File: config.mk
export PLATFORM = sky130hd
export DESIGN_NAME = i2c_addr_slave
export DESIGN_NICKNAME = d
export VERILOG_FILES = /design/src/rtl/i2cs_pkg.sv /design/src/rtl/i2cs_sync.sv /design/src/rtl/i2cs_addr_match.sv /design/src/rtl/i2c_addr_slave.sv
export SDC_FILE = /design/constraint.sdc
export NUM_CORES = 1
export LEC_CHECK = 0
export ABC_AREA = 1
export ABC_CLOCK_PERIOD_IN_PS = 2050
export BUFFER_PORTS_ARGS = -buffer_cell sky130_fd_sc_hd__buf_4
export CAP_MARGIN = 5
export CORE_MARGIN = 10
export CORE_UTILIZATION = 50
export DETAILED_ROUTE_END_ITERATION = 10
export PLACE_DENSITY = 0.75
export SLEW_MARGIN = 40
export SYNTH_ARGS = -nofsm -noshare
export SYNTH_HDL_FRONTEND = slang
export SYNTH_SLANG_ARGS = --single-unit
File: constraint.sdc
create_clock -name clk -period 2.05 [get_ports clk]
set_input_delay 0.5125 -clock clk [delete_from_list [all_inputs] [get_ports clk]]
set_output_delay 0.5125 -clock clk [all_outputs]
set_load 0.02 [all_outputs]
File: src/rtl/i2cs_pkg.sv
package i2cs_pkg;
  localparam int BYTE_W = 8;
  localparam int CNT_W  = $clog2(BYTE_W + 1);
  localparam logic [4:0] TEN_PREFIX = 5'b11110;

  typedef enum logic [2:0] {
    ST_IDLE, ST_RX, ST_ACK, ST_HOLD, ST_TXWAIT, ST_TX, ST_TXACK, ST_DONE
  } i2cs_state_e;

  typedef enum logic [1:0] {PH_ADDR, PH_ADLO, PH_DATA} i2cs_phase_e;

  typedef enum logic [1:0] {MT_7, MT_10HI, MT_10LO} i2cs_match_e;
endpackage

File: src/rtl/i2cs_sync.sv
module i2cs_sync #(
  parameter int WIDTH  = 2,
  parameter int STAGES = 2
) (
  input  logic             clk,
  input  logic             rst_n,
  input  logic [WIDTH-1:0] in_i,
  output logic [WIDTH-1:0] level_o,
  output logic [WIDTH-1:0] rise_o,
  output logic [WIDTH-1:0] fall_o
);
  for (genvar g = 0; g < WIDTH; g++) begin : g_lane
    logic [STAGES-1:0] chain;
    logic              prev;
    always_ff @(posedge clk or negedge rst_n) begin
      if (!rst_n) begin
        chain <= '1;
        prev  <= 1'b1;
      end else begin
        chain <= {chain[STAGES-2:0], in_i[g]};
        prev  <= chain[STAGES-1];
      end
    end
    assign level_o[g] = chain[STAGES-1];
    assign rise_o[g]  = chain[STAGES-1] & ~prev;
    assign fall_o[g]  = ~chain[STAGES-1] & prev;
  end
endmodule

File: src/rtl/i2cs_addr_match.sv
module i2cs_addr_match
  import i2cs_pkg::*;
(
  input  logic [BYTE_W-1:0] byte_i,
  input  logic [BYTE_W-1:0] addr_i,
  input  logic [BYTE_W-1:0] mask_i,
  input  i2cs_match_e       kind_i,
  output logic              hit_o
);
  logic [BYTE_W-1:0] diff;

  always_comb begin
    diff = (byte_i ^ addr_i) & ~mask_i;
    case (kind_i)
      MT_7:    hit_o = (diff[BYTE_W-1:1] == '0);
      MT_10HI: hit_o = (byte_i[BYTE_W-1:BYTE_W-5] == TEN_PREFIX) && (diff[2:1] == 2'b00);
      MT_10LO: hit_o = (diff == '0);
      default: hit_o = 1'b0;
    endcase
  end
endmodule

File: src/rtl/i2c_addr_slave.sv
module i2c_addr_slave
  import i2cs_pkg::*;
#(
  parameter int                SYNC_STAGES = 2,
  parameter logic [BYTE_W-1:0] RESET_ADDR  = '0
) (
  input  logic              clk,
  input  logic              rst_n,
  input  logic              cfg_en,
  input  logic              cfg_ten,
  input  logic              cfg_ssint,
  input  logic [BYTE_W-1:0] cfg_mask,
  input  logic              addr_we,
  input  logic [BYTE_W-1:0] addr_wdata,
  output logic              ua,
  input  logic              scl_i,
  input  logic              sda_i,
  output logic              scl_oe,
  output logic              sda_oe,
  output logic [BYTE_W-1:0] rx_data,
  output logic              rx_valid,
  input  logic              rx_ready,
  output logic              ovf,
  input  logic              ovf_clr,
  output logic              rw,
  input  logic [BYTE_W-1:0] tx_data,
  input  logic              tx_valid,
  output logic              tx_ready,
  output logic              irq
);
  localparam logic [CNT_W-1:0] LAST_BIT = CNT_W'(BYTE_W);

  // line conditioning: lane 0 = SCL, lane 1 = SDA
  logic [1:0] lvl, rise, fall;
  i2cs_sync #(.WIDTH(2), .STAGES(SYNC_STAGES)) u_sync (
    .clk(clk), .rst_n(rst_n), .in_i({sda_i, scl_i}),
    .level_o(lvl), .rise_o(rise), .fall_o(fall)
  );

  logic scl_s, sda_s, scl_rise, scl_fall, start_det, stop_det;
  assign scl_s     = lvl[0];
  assign sda_s     = lvl[1];
  assign scl_rise  = rise[0];
  assign scl_fall  = fall[0];
  assign start_det = fall[1] & scl_s;
  assign stop_det  = rise[1] & scl_s;

  i2cs_state_e       state;
  i2cs_phase_e       phase;
  logic [CNT_W-1:0]  cnt;
  logic [BYTE_W-1:0] sh, txsh, addr_q, rx_q;
  logic              ack_drive, hold_next, rd_next, ten_done, mack;
  logic              bf, ovf_q, rw_q, ua_q, irq_q;

  // address compare
  i2cs_match_e kind;
  logic        hit, accept, room;

  always_comb begin
    if (phase == PH_ADLO)  kind = MT_10LO;
    else if (cfg_ten)      kind = MT_10HI;
    else                   kind = MT_7;
  end

  i2cs_addr_match u_match (
    .byte_i(sh), .addr_i(addr_q), .mask_i(cfg_mask), .kind_i(kind), .hit_o(hit)
  );

  always_comb begin
    case (phase)
      PH_ADDR: accept = cfg_ten ? (hit && (!sh[0] || ten_done)) : hit;
      PH_ADLO: accept = hit;
      default: accept = 1'b1;
    endcase
  end

  assign room = !bf && !ovf_q;

  always_ff @(posedge clk or negedge rst_n) begin
    if (!rst_n) begin
      state     <= ST_IDLE;
      phase     <= PH_ADDR;
      cnt       <= '0;
      sh        <= '0;
      txsh      <= '0;
      addr_q    <= RESET_ADDR;
      rx_q      <= '0;
      ack_drive <= 1'b0;
      hold_next <= 1'b0;
      rd_next   <= 1'b0;
      ten_done  <= 1'b0;
      mack      <= 1'b0;
      bf        <= 1'b0;
      ovf_q     <= 1'b0;
      rw_q      <= 1'b0;
      ua_q      <= 1'b0;
      irq_q     <= 1'b0;
    end else begin
      irq_q <= 1'b0;
      if (addr_we)         addr_q <= addr_wdata;
      if (rx_ready && bf)  bf     <= 1'b0;
      if (ovf_clr)         ovf_q  <= 1'b0;

      if (!cfg_en) begin
        state <= ST_IDLE;
        ua_q  <= 1'b0;
      end else if (start_det) begin
        state <= ST_RX;
        phase <= PH_ADDR;
        cnt   <= '0;
        ua_q  <= 1'b0;
        irq_q <= cfg_ssint;
      end else if (stop_det) begin
        state    <= ST_IDLE;
        ten_done <= 1'b0;
        ua_q     <= 1'b0;
        irq_q    <= cfg_ssint;
      end else begin
        case (state)
          ST_RX: begin
            if (scl_rise) begin
              sh  <= {sh[BYTE_W-2:0], sda_s};
              cnt <= cnt + 1'b1;
            end else if (scl_fall && cnt == LAST_BIT) begin
              if (accept) begin
                if (room) begin
                  rx_q <= sh;
                  bf   <= 1'b1;
                end else if (bf) begin
                  ovf_q <= 1'b1;
                end
                ack_drive <= room;
                state     <= ST_ACK;
                case (phase)
                  PH_ADDR: begin
                    rw_q      <= sh[0];
                    hold_next <= cfg_ten && !sh[0];
                    rd_next   <= sh[0];
                  end
                  PH_ADLO: begin
                    hold_next <= 1'b1;
                    rd_next   <= 1'b0;
                    ten_done  <= room;
                  end
                  default: begin
                    hold_next <= 1'b0;
                    rd_next   <= 1'b0;
                  end
                endcase
              end else begin
                state <= ST_DONE;
              end
            end
          end
          ST_ACK: begin
            if (scl_fall) begin
              irq_q <= 1'b1;
              if (!ack_drive) begin
                state <= ST_DONE;
              end else if (hold_next) begin
                state <= ST_HOLD;
                ua_q  <= 1'b1;
                phase <= (phase == PH_ADDR) ? PH_ADLO : PH_DATA;
              end else if (rd_next) begin
                state <= ST_TXWAIT;
              end else begin
                state <= ST_RX;
                cnt   <= '0;
                phase <= PH_DATA;
              end
            end
          end
          ST_HOLD: begin
            if (addr_we) begin
              ua_q  <= 1'b0;
              state <= ST_RX;
              cnt   <= '0;
            end
          end
          ST_TXWAIT: begin
            if (tx_valid) begin
              txsh  <= tx_data;
              cnt   <= '0;
              state <= ST_TX;
            end
          end
          ST_TX: begin
            if (scl_rise) begin
              cnt <= cnt + 1'b1;
            end else if (scl_fall) begin
              if (cnt == LAST_BIT) state <= ST_TXACK;
              else                 txsh  <= {txsh[BYTE_W-2:0], 1'b0};
            end
          end
          ST_TXACK: begin
            if (scl_rise) begin
              mack <= !sda_s;
            end else if (scl_fall) begin
              irq_q <= 1'b1;
              state <= mack ? ST_TXWAIT : ST_DONE;
            end
          end
          default: ;
        endcase
      end
    end
  end

  assign scl_oe   = cfg_en && (state == ST_HOLD || state == ST_TXWAIT);
  assign sda_oe   = cfg_en && ((state == ST_ACK && ack_drive) ||
                               (state == ST_TX && !txsh[BYTE_W-1]));
  assign tx_ready = cfg_en && (state == ST_TXWAIT);
  assign rx_data  = rx_q;
  assign rx_valid = bf;
  assign ovf      = ovf_q;
  assign rw       = rw_q;
  assign ua       = ua_q;
  assign irq      = irq_q;
endmodule

# After elaboration in Yosys (flattened, before gate mapping)
# Index checks and enable logic that the tools add are counted.
totals:
  in_bits: 35
  regBits: 57
op_classes:
  reduce_logical: 45
  add_sub_neg: 1
  n_mux: 88
  n_bitwise: 16
  n_eq_ne: 39
op_table:
  columns: ["cell", "n"]
  rows:
  - ["!= test 5 bit (second input constant)", 12]
  - ["two-way mux 3 bit", 17]
  - ["two-way mux 1 bit", 40]
  - ["two-way mux 4 bit", 9]
  - ["two-way mux 8 bit", 4]
  - ["AND reduction 8 bit", 3]
  - ["!= test 3 bit (second input constant)", 7]
  - ["two-way mux 2 bit", 10]
  - ["one-hot mux 3 bit (6 select lines)", 1]
  - ["one-hot mux 4 bit (4 select lines)", 1]
  - ["one-hot mux 8 bit (2 select lines)", 1]
  - ["nonzero test 2 bit", 8]
  - ["AND reduction 5 bit", 3]
  - ["AND reduction 7 bit", 2]
  - ["logical AND 1 bit", 11]
  - ["AND reduction 11 bit", 1]
  - ["!= test 2 bit (second input constant)", 5]
  - ["AND reduction 10 bit", 1]
  - ["equality test 3 bit (second input constant)", 3]
  - ["!= test 9 x 1 -> 1 bit (second input constant)", 1]
  - ["bitwise AND 8 bit", 1]
  - ["zero test 8 bit", 1]
  - ["inverter 8 bit", 1]
  - ["one-hot mux 1 bit (2 select lines)", 4]
  - ["other kinds (21)", 42]

# Depth between registers and ports, before layout
# Gate-level depths: netlist (run 1).
depth:
  word_depth: 15
  ltp_mapped: 14
  mapped_depth_nobuf: 14

# Hierarchy
# From an unflattened synthesis (run 1), not the netlist that was laid out.
unflattened:
  cells_unflattened: 411
  hier_area_um2: 3105.5
modules_own_cells:
  columns: ["module", "seq_area_each_um2", "cells_per_inst", "n_inst", "area_each_um2"]
  rows:
  - ["i2c_addr_slave", 1276.2, 345, 1, 2675.1]
  - ["i2cs_addr_match", 0.0, 50, 1, 227.7]
  - ["i2cs_sync", 157.7, 16, 1, 202.7]

# Least setup slack after synthesis (run 1)
# Ideal clock, no wire load.
synth_path:
  path_type: "register to output"
  startpoint: "reg state[1]"
  endpoint: "out sda_oe"
  path_stages_with_launch: 9
  t_required_ns: 1.537
  t_arrival_ns: 1.447
  path_buffers: 1
  setup_slack_ns: 0.090
  path_cell_list: "dfrtp_1 inv_2 nand2_4 inv_4 nand2_2 inv_2 buf_4 nand2_1 a21oi_1"
synth_via:
  elab_chain_len: 4
  word_cells_on_any_way: 6
synth_lines:
  columns: ["element", "line_no", "text"]
  rows:
  - ["start: declaration", "i2c_addr_slave.sv:48", "i2cs_state_e state;"]
  - ["start signal: assignment", "i2c_addr_slave.sv:200", "state <= mack ? ST_TXWAIT : ST_DONE;"]
  - ["equality test 3 x 2 -> 1 bit or equality test 3 bit (tied branches)", "i2c_addr_slave.sv:210, i2c_addr_slave.sv:211", null]
  - ["logical AND 1 bit (on tied branches)", "i2c_addr_slave.sv:210, i2c_addr_slave.sv:211", null]
  - ["logical OR 1 bit *", "i2c_addr_slave.sv:210", "assign sda_oe = cfg_en && ((state == ST_ACK && ack_drive) ||"]
  - ["logical AND 1 bit *", "i2c_addr_slave.sv:210", null]
  - ["end: declaration", "i2c_addr_slave.sv:19", "output logic sda_oe,"]
# Mark *: on every way between the ends. The rest lies on a longest branch, timed or not.

# Worst setup path in the final report (run 1)
layout_path:
  startpoint: "reg state[1]"
  endpoint: "out scl_oe"
layout_via:
  elab_chain_len: 3
  word_cells_on_any_way: 4
layout_lines:
  columns: ["element", "line_no", "text"]
  rows:
  - ["equality test 3 x 2 -> 1 bit or equality test 3 bit (tied branches)", "i2c_addr_slave.sv:209", "assign scl_oe = cfg_en && (state == ST_HOLD || state == ST_TXWAIT);"]
  - ["logical OR 1 bit *", "i2c_addr_slave.sv:209", null]
  - ["logical AND 1 bit *", "i2c_addr_slave.sv:209", null]
  - ["end: declaration", "i2c_addr_slave.sv:18", "output logic scl_oe,"]
# Marks and branches as above.

==> impl_metrics.env, run 1 <==
export IMPL_status="complete, no violations"
export IMPL_start_util_pct=51.28
export IMPL_synth_async_reset_ratio_pct=100.0
export IMPL_clk_latency_ns=0.33
export IMPL_grt_antenna_before_repair=0
export IMPL_dr_pass1_iters=4
export IMPL_yosysTopAreaCell="dfrtp_1"
export IMPL_hold_slack_ns=0.2255
export IMPL_layout_common_cells="nand2_1 (92), buf_4 (67), dfrtp_1 (49), inv_1 (43), o21ai_0 (25)"
export IMPL_cts_tree="done"
export IMPL_grt_max_degree=58
export IMPL_final_common_cell="nand2_1"
export IMPL_setup_worst_path_class="flip-flop to output pin"
export IMPL_area_delta_synth_final_pct=26.87
export IMPL_fill_cells=516
export IMPL_cts_sinks=57
export IMPL_dp_cells=498
export IMPL_synth_area_leaders="dfrtp_1 (42%), nand2_1 (12%), inv_1 (5.3%)"
export IMPL_synth_fp_nets=409
export IMPL_finalHoldViolCount=0
export IMPL_htreeDepth=3
export IMPL_startpoint_type="flip-flop"
export IMPL_drt_iter0_drc=281
export IMPL_r2r_start="state[1]"
export IMPL_grt_pass1_wl_um=12160
export IMPL_clkSlewWorstSetupHoldPaths_ns=0.06
export IMPL_synth_top_cell_area_share_pct=42.29
export IMPL_die_area_mm2=0.009543
export IMPL_finalWeightedCongestion=0.9615
export IMPL_critPathMaxFanout=4
export IMPL_finClkSkew_ns=0.009951
export IMPL_ant_nets=0
export IMPL_required_ns=1.54
export IMPL_pre_cts_ws_ns=0.2197
export IMPL_crit_top_cell="buf_4"
export IMPL_crit_chain="inv_2 -> buf_4 -> buf_4 -> nand3_2 -> a21oi_2 -> buf_4"
export IMPL_cp_startpoint="state[1]"
export IMPL_max_freq_mhz=497.1
export IMPL_routedWlPerCell_um=13.94
export IMPL_core_area_mm2=0.005886
export IMPL_synth_warnings=0
export IMPL_synth_edf_count=0
export IMPL_synth_main_ff_cell="dfrtp_1"
export IMPL_hp_class="primary input to asynchronous set/reset pin"
export IMPL_gr_total_overflow=0
export IMPL_leakage_nw=1.921
export IMPL_max_clock_path_buffers=2
export IMPL_fin_ws_ns=0.03837
export IMPL_antennaDiodeCount=0
export IMPL_cts_root_buf="clkbuf_8"
export IMPL_setup_violations_final=0
export IMPL_ys_ff_latch=57
export IMPL_synth_distinct_cells=39
export IMPL_worst_pin_slew_ns=0.7123
export IMPL_die_height_um=97.69
export IMPL_drive_gt1_share_pct=32.30
export IMPL_vias=2686
export IMPL_num_rows=28
export IMPL_die_x_um=97.69
export IMPL_avgSynthCellArea_um2=8.113
export IMPL_powerDensity_mw_per_mm2=1097
export IMPL_cts_buffers=9
export IMPL_final_nets=484
export IMPL_finalWirelength_um=7346
export IMPL_track_usage_pct=15.17
export IMPL_syn_area_mm2=0.003018
export IMPL_final_cells=527
export IMPL_yosysSeqAreaShare_pct=47.51
export IMPL_layout_min_cycle_time_ns=2.012
export IMPL_dpl_hpwl_um=5464
export IMPL_syn_instance_count=372
export IMPL_grt_setup_unrepaired="yes"
export IMPL_cap_violations=0
export IMPL_cp_data_arrival_time_ns=1.50
export IMPL_grt_pass1_vias=2563
export IMPL_cpPeakStageDelay_ns=0.40
export IMPL_port_buffers=50
export IMPL_viasPerCell=5.097
export IMPL_ioPinCount=51
export IMPL_drv_slew=0
export IMPL_slowest_stage="dfrtp_1"
export IMPL_cts_hold_buffers=0
export IMPL_route_detailed_drc=0
export IMPL_period_share_pct=98.13
export IMPL_relSlewSlack_pct=52.51
export IMPL_end_kind="output pin"
export IMPL_peakVddDrop_v=0.0006147
==> power by group <==
group	total [mW]	internal, mW	switching [mW]
registers	1.53	1.35	0.183
clock network	1.04	0.590	0.446
logic	1.63	0.662	0.966
total	4.20	2.60	1.60
==> registers in the layout (all words and copies together), names as in the netlist, 2 cells and up <==
signal               flops
cnt                      4
sh                       8
u_sync.g_lane.chain      4
rx_data                  8
addr_q                   8
u_sync.g_lane.prev       2
state                    3
phase                    2
txsh                     8
==> what timing repair did <==
action / in CTS / in global routing
setup endpoints to repair: 1 / 1
buffers inserted: 5 / 8
pin swaps: 1 / 3
gates resized for setup: 2 / 7
==> critical path, delay by kind of cell (launching register included) <==
kind / cells / cell delay, ns
AND/OR/NAND/NOR: 1 / 0.11
flip-flops: 1 / 0.40
buffers and inverters: 4 / 0.51
AO/OA/AOI/OAI: 1 / 0.14
==> cell type report <==
class | instances | area [um2] | share of cell area [%]
sequential | 57 | 1436 | 37.52
multi-input combinational | 252 | 1345 | 35.13
timing repair buffer | 69 | 534.3 | 13.95
inverter | 58 | 222.7 | 5.817
clock buffer | 11 | 141.4 | 3.693
tap | 75 | 93.84 | 2.451
clock inverter | 5 | 55.05 | 1.438
==> per-layer routing <==
metal  wire, um  track usage (%)  up-vias
met5          0                0        -
met4        153            7.271        0
met3        431            3.698       21
met2       3442            23.15       74
met1       3319            19.56     1230
li1           -                -     1361
==> stage by stage <==
stage                     power, mW  setup TNS, ns  utilization, %  instance area [um2]
after floorplan               2.534              0               -                 3018
after global placement        2.919              0           59.57                 3506
after detailed placement      2.921              0           59.57                 3506
after CTS                     4.047              0           63.58                 3742
after global routing          4.490       -0.05665           65.05                 3829
final                         4.198              0           65.05                 3829
==> path summary, 6_finish.rpt <==
| kind | end | slack [ns] | cells past startpoint |
|---|---|---|---|
| max | scl_oe | 0.04 | 6 |
| min | txsh[2] | 0.23 | 1 |
| max reg2reg | state[0] | 0.24 | 12 |
| min reg2reg | u_sync.g_lane[0].chain[1] | 0.36 | 0 |
| max in group asynchronous | state[0] | 1.30 | 1 |
| min in group clk | u_sync.g_lane[0].chain[0] | 0.29 | 1 |
==> synthesized netlist by cell type (all sizes together) (2+ instances only) <==
cell and number:
ha 2, inv 57, o21ai 57, buf 4, o211ai 7, dfstp 6, nand3 18, nor3b 2
nand2 101, o22ai 3, nand4 2, a21oi 14, nor3 10, nor2 30, dfrtp 51, a31oi 2
==> cell families (layout without fill, tap and decap cells) <==
kind of cell	Yosys count	after routing	share of synthesized area, %
flip-flops	57	57	47.51
AND/OR/NAND/NOR	164	164	25.83
multiplexers	1	1	0.3731
AO/OA/AOI/OAI	85	85	16.87
buffers and inverters	63	143	8.582
adder cells (fa/ha/maj)	2	2	0.8291
Power figures use the tool's default switching activity.
==> run 2, diff against run 1 <==
- ABC_AREA: 1 -> 0
- SLEW_MARGIN: 40 -> 20
==> run 2 against run 1 <==
The flow now finishes with violations (setup timing); non-clock buffer count grew 21; combinational power shrank 35%; first-iteration DRC count fell by 63%; sequential cell count unchanged; register-to-register slack got worse by 0.24 ns; largest cell class is now multi-input combinational cells.
==> impl_metrics.env, run 2 <==
export IMPL_yosysMostFrequentCell="dfrtp_1"
export IMPL_viasPerCell=5.458
export IMPL_avgSynthCellArea_um2=10.88
export IMPL_grt_pass1_wl_um=12450
export IMPL_cts_tree="done"
export IMPL_leakage_nw=1.891
export IMPL_final_util_pct=70.95
export IMPL_synth_warnings=0
export IMPL_end_kind="output pin"
export IMPL_cts_root_buf="clkbuf_8"
export IMPL_cp_startpoint="state[0]"
export IMPL_clkSlewWorstSetupHoldPaths_ns=0.07
export IMPL_max_freq_mhz=486.7
export IMPL_route_detailed_drc=0
export IMPL_fill_cells=428
export IMPL_cts_sinks=57
export IMPL_port_buffers=50
export IMPL_cap_violations=0
export IMPL_final_nets=399
export IMPL_finalWeightedCongestion=0.8583
export IMPL_syn_area_mm2=0.002948
export IMPL_finalWirelength_um=7462
export IMPL_layout_min_cycle_time_ns=2.055
export IMPL_gr_total_overflow=0
export IMPL_yosysSeqAreaShare_pct=48.64
export IMPL_peakVddDrop_v=0.0006157
export IMPL_yosysTopAreaCell="dfrtp_1"
export IMPL_dr_pass1_iters=4
export IMPL_startpoint_type="flip-flop"
export IMPL_period_share_pct=100.2
export IMPL_start_util_pct=52.57
export IMPL_crit_reg2reg_capture="rx_data[3]"
export IMPL_relSlewSlack_pct=52.30
export IMPL_grt_setup_unrepaired="yes"
export IMPL_cp_data_arrival_time_ns=1.54
export IMPL_antennaDiodeCount=0
export IMPL_max_clock_path_buffers=2
export IMPL_die_height_um=96.79
export IMPL_synth_async_reset_ratio_pct=100.0
export IMPL_ant_nets=0
export IMPL_routedWlPerCell_um=17.00
export IMPL_dpl_hpwl_um=5435
export IMPL_grt_antenna_before_repair=0
export IMPL_num_rows=27
export IMPL_hp_class="primary input to asynchronous set/reset pin"
export IMPL_core_area_mm2=0.005608
export IMPL_vias=2396
export IMPL_powerDensity_mw_per_mm2=880.0
export IMPL_synth_distinct_cells=59
export IMPL_synth_area_leaders="dfrtp_1 (43%), mux2_2 (9.6%), dfstp_2 (5.3%)"
export IMPL_critPathMaxFanout=4
export IMPL_final_common_cell="buf_4"
export IMPL_synth_top_cell_area_share_pct=43.29
export IMPL_r2r_start="u_sync.g_lane[0].prev"
export IMPL_synth_fp_nets=308
export IMPL_ys_ff_latch=57
export IMPL_clk_latency_ns=0.34
export IMPL_fin_ws_ns=-0.004837
export IMPL_grt_max_degree=58
export IMPL_syn_instance_count=271
export IMPL_violations="setup timing"
export IMPL_setup_violations_final=1
export IMPL_total_power_mw=3.502
export IMPL_synth_edf_count=0
export IMPL_area_delta_synth_final_pct=34.97
export IMPL_die_area_mm2=0.009367
export IMPL_grt_pass1_vias=2523
export IMPL_finalHoldViolCount=0
export IMPL_cts_buffers=9
export IMPL_required_ns=1.54
export IMPL_drive_gt1_share_pct=43.87
export IMPL_synth_common_cells="dfrtp_1 (51), mux2_2 (25), nor2_1 (19), a21oi_1 (18), inv_1 (15)"
export IMPL_synth_main_ff_cell="dfrtp_1"
export IMPL_die_x_um=96.79
export IMPL_ff2ff_setup_slack_ns=-0.005
export IMPL_ioPinCount=51
export IMPL_track_usage_pct=16.13
export IMPL_rr_worst_depth=7
export IMPL_drt_iter0_drc=104
export IMPL_layout_common_cells="buf_4 (82), dfrtp_1 (50), mux2_2 (25), nor2_1 (19), a21oi_1 (18)"
export IMPL_finClkSkew_ns=0.007286
export IMPL_status="finished, violations left"
export IMPL_htreeDepth=3
export IMPL_worst_pin_slew_ns=0.7155
export IMPL_cts_hold_buffers=0
export IMPL_drv_slew=0
export IMPL_setup_worst_path_class="flip-flop to output pin"
[run 2: critical path: stages, from the launching register on]
cell and delay [ns]:
dfrtp_2 0.43, buf_6 0.12, or3_1 0.36, a21boi_1 0.15
buf_4 0.15
[run 2: power breakdown]
| group | leakage, nW | switching (mW) | internal, mW |
|---|---|---|---|
| clock | 0.100 | 0.425 | 0.588 |
| sequential | 0.721 | 0.135 | 1.29 |
| combinational | 1.07 | 0.512 | 0.551 |
[run 2: logic make-up (layout without fill, tap and decap cells)]
| family | after synthesis | in the layout | synth area share (%) |
|---|---|---|---|
| flops | 57 | 57 | 48.64 |
| simple gates | 82 | 82 | 15.71 |
| compound gates | 61 | 61 | 15.58 |
| mux | 35 | 35 | 12.95 |
| fa+ha+maj | 2 | 2 | 0.8488 |
| buf+inv | 25 | 121 | 3.608 |
| xor+xnor | 9 | 9 | 2.674 |
[run 2: area by class of cell]
cell class                 instances  area (um2)  area share, %
sequential                        57        1435          36.07
tap                               72       90.09          2.264
inverter                          15       56.30          1.415
multi-input combinational        189        1468          36.89
clock buffer                      12       145.1          3.648
clock inverter                     4       45.04          1.132
timing repair buffer              90       739.5          18.58
[run 2: through the flow]
step	hold WS [ns]	cell area [um2]	setup WS, ns	std cells	setup TNS (ns)
final	0.2156	3979	-0.004837	439	-0.004837
after CTS	0.2469	3919	-0.003439	437	-0.003439
after global routing	0.2582	3979	-0.08729	439	-0.6533
after detailed placement	0.3470	3593	0.02031	412	0
after global placement	0.3453	3593	0.1170	412	0
after floorplan	0.2169	2948	0.004212	271	0
[run 2: how the worst max path moves through the flow]
stage	to	slack, ns	depth (start not counted)
final	scl_oe	-0.005	4
after global routing	scl_oe	-0.09	4
after CTS	scl_oe	-0.003	4
after detailed placement	rx_data[3]	0.02	9
after global placement	rx_data[7]	0.12	7
after floorplan	tx_ready	0.004	3
[run 2: repair_timing]
item                                    4_1_cts  5_1_grt
pin swaps                                     4        3
gates resized for setup                      10       12
buffers inserted                              8        2
gates cloned                                  1        0
endpoints found under the setup margin        4       25
[run 2: routing by layer]
| layer | global-route usage (%) | vias to the layer above | wire length (um) |
|---|---|---|---|
| li1 | - | 1164 | - |
| met1 | 20.14 | 1157 | 3300 |
| met2 | 24.49 | 62 | 3668 |
| met3 | 4.329 | 13 | 321 |
| met4 | 9.132 | 0 | 172 |
| met5 | 0 | - | 0 |
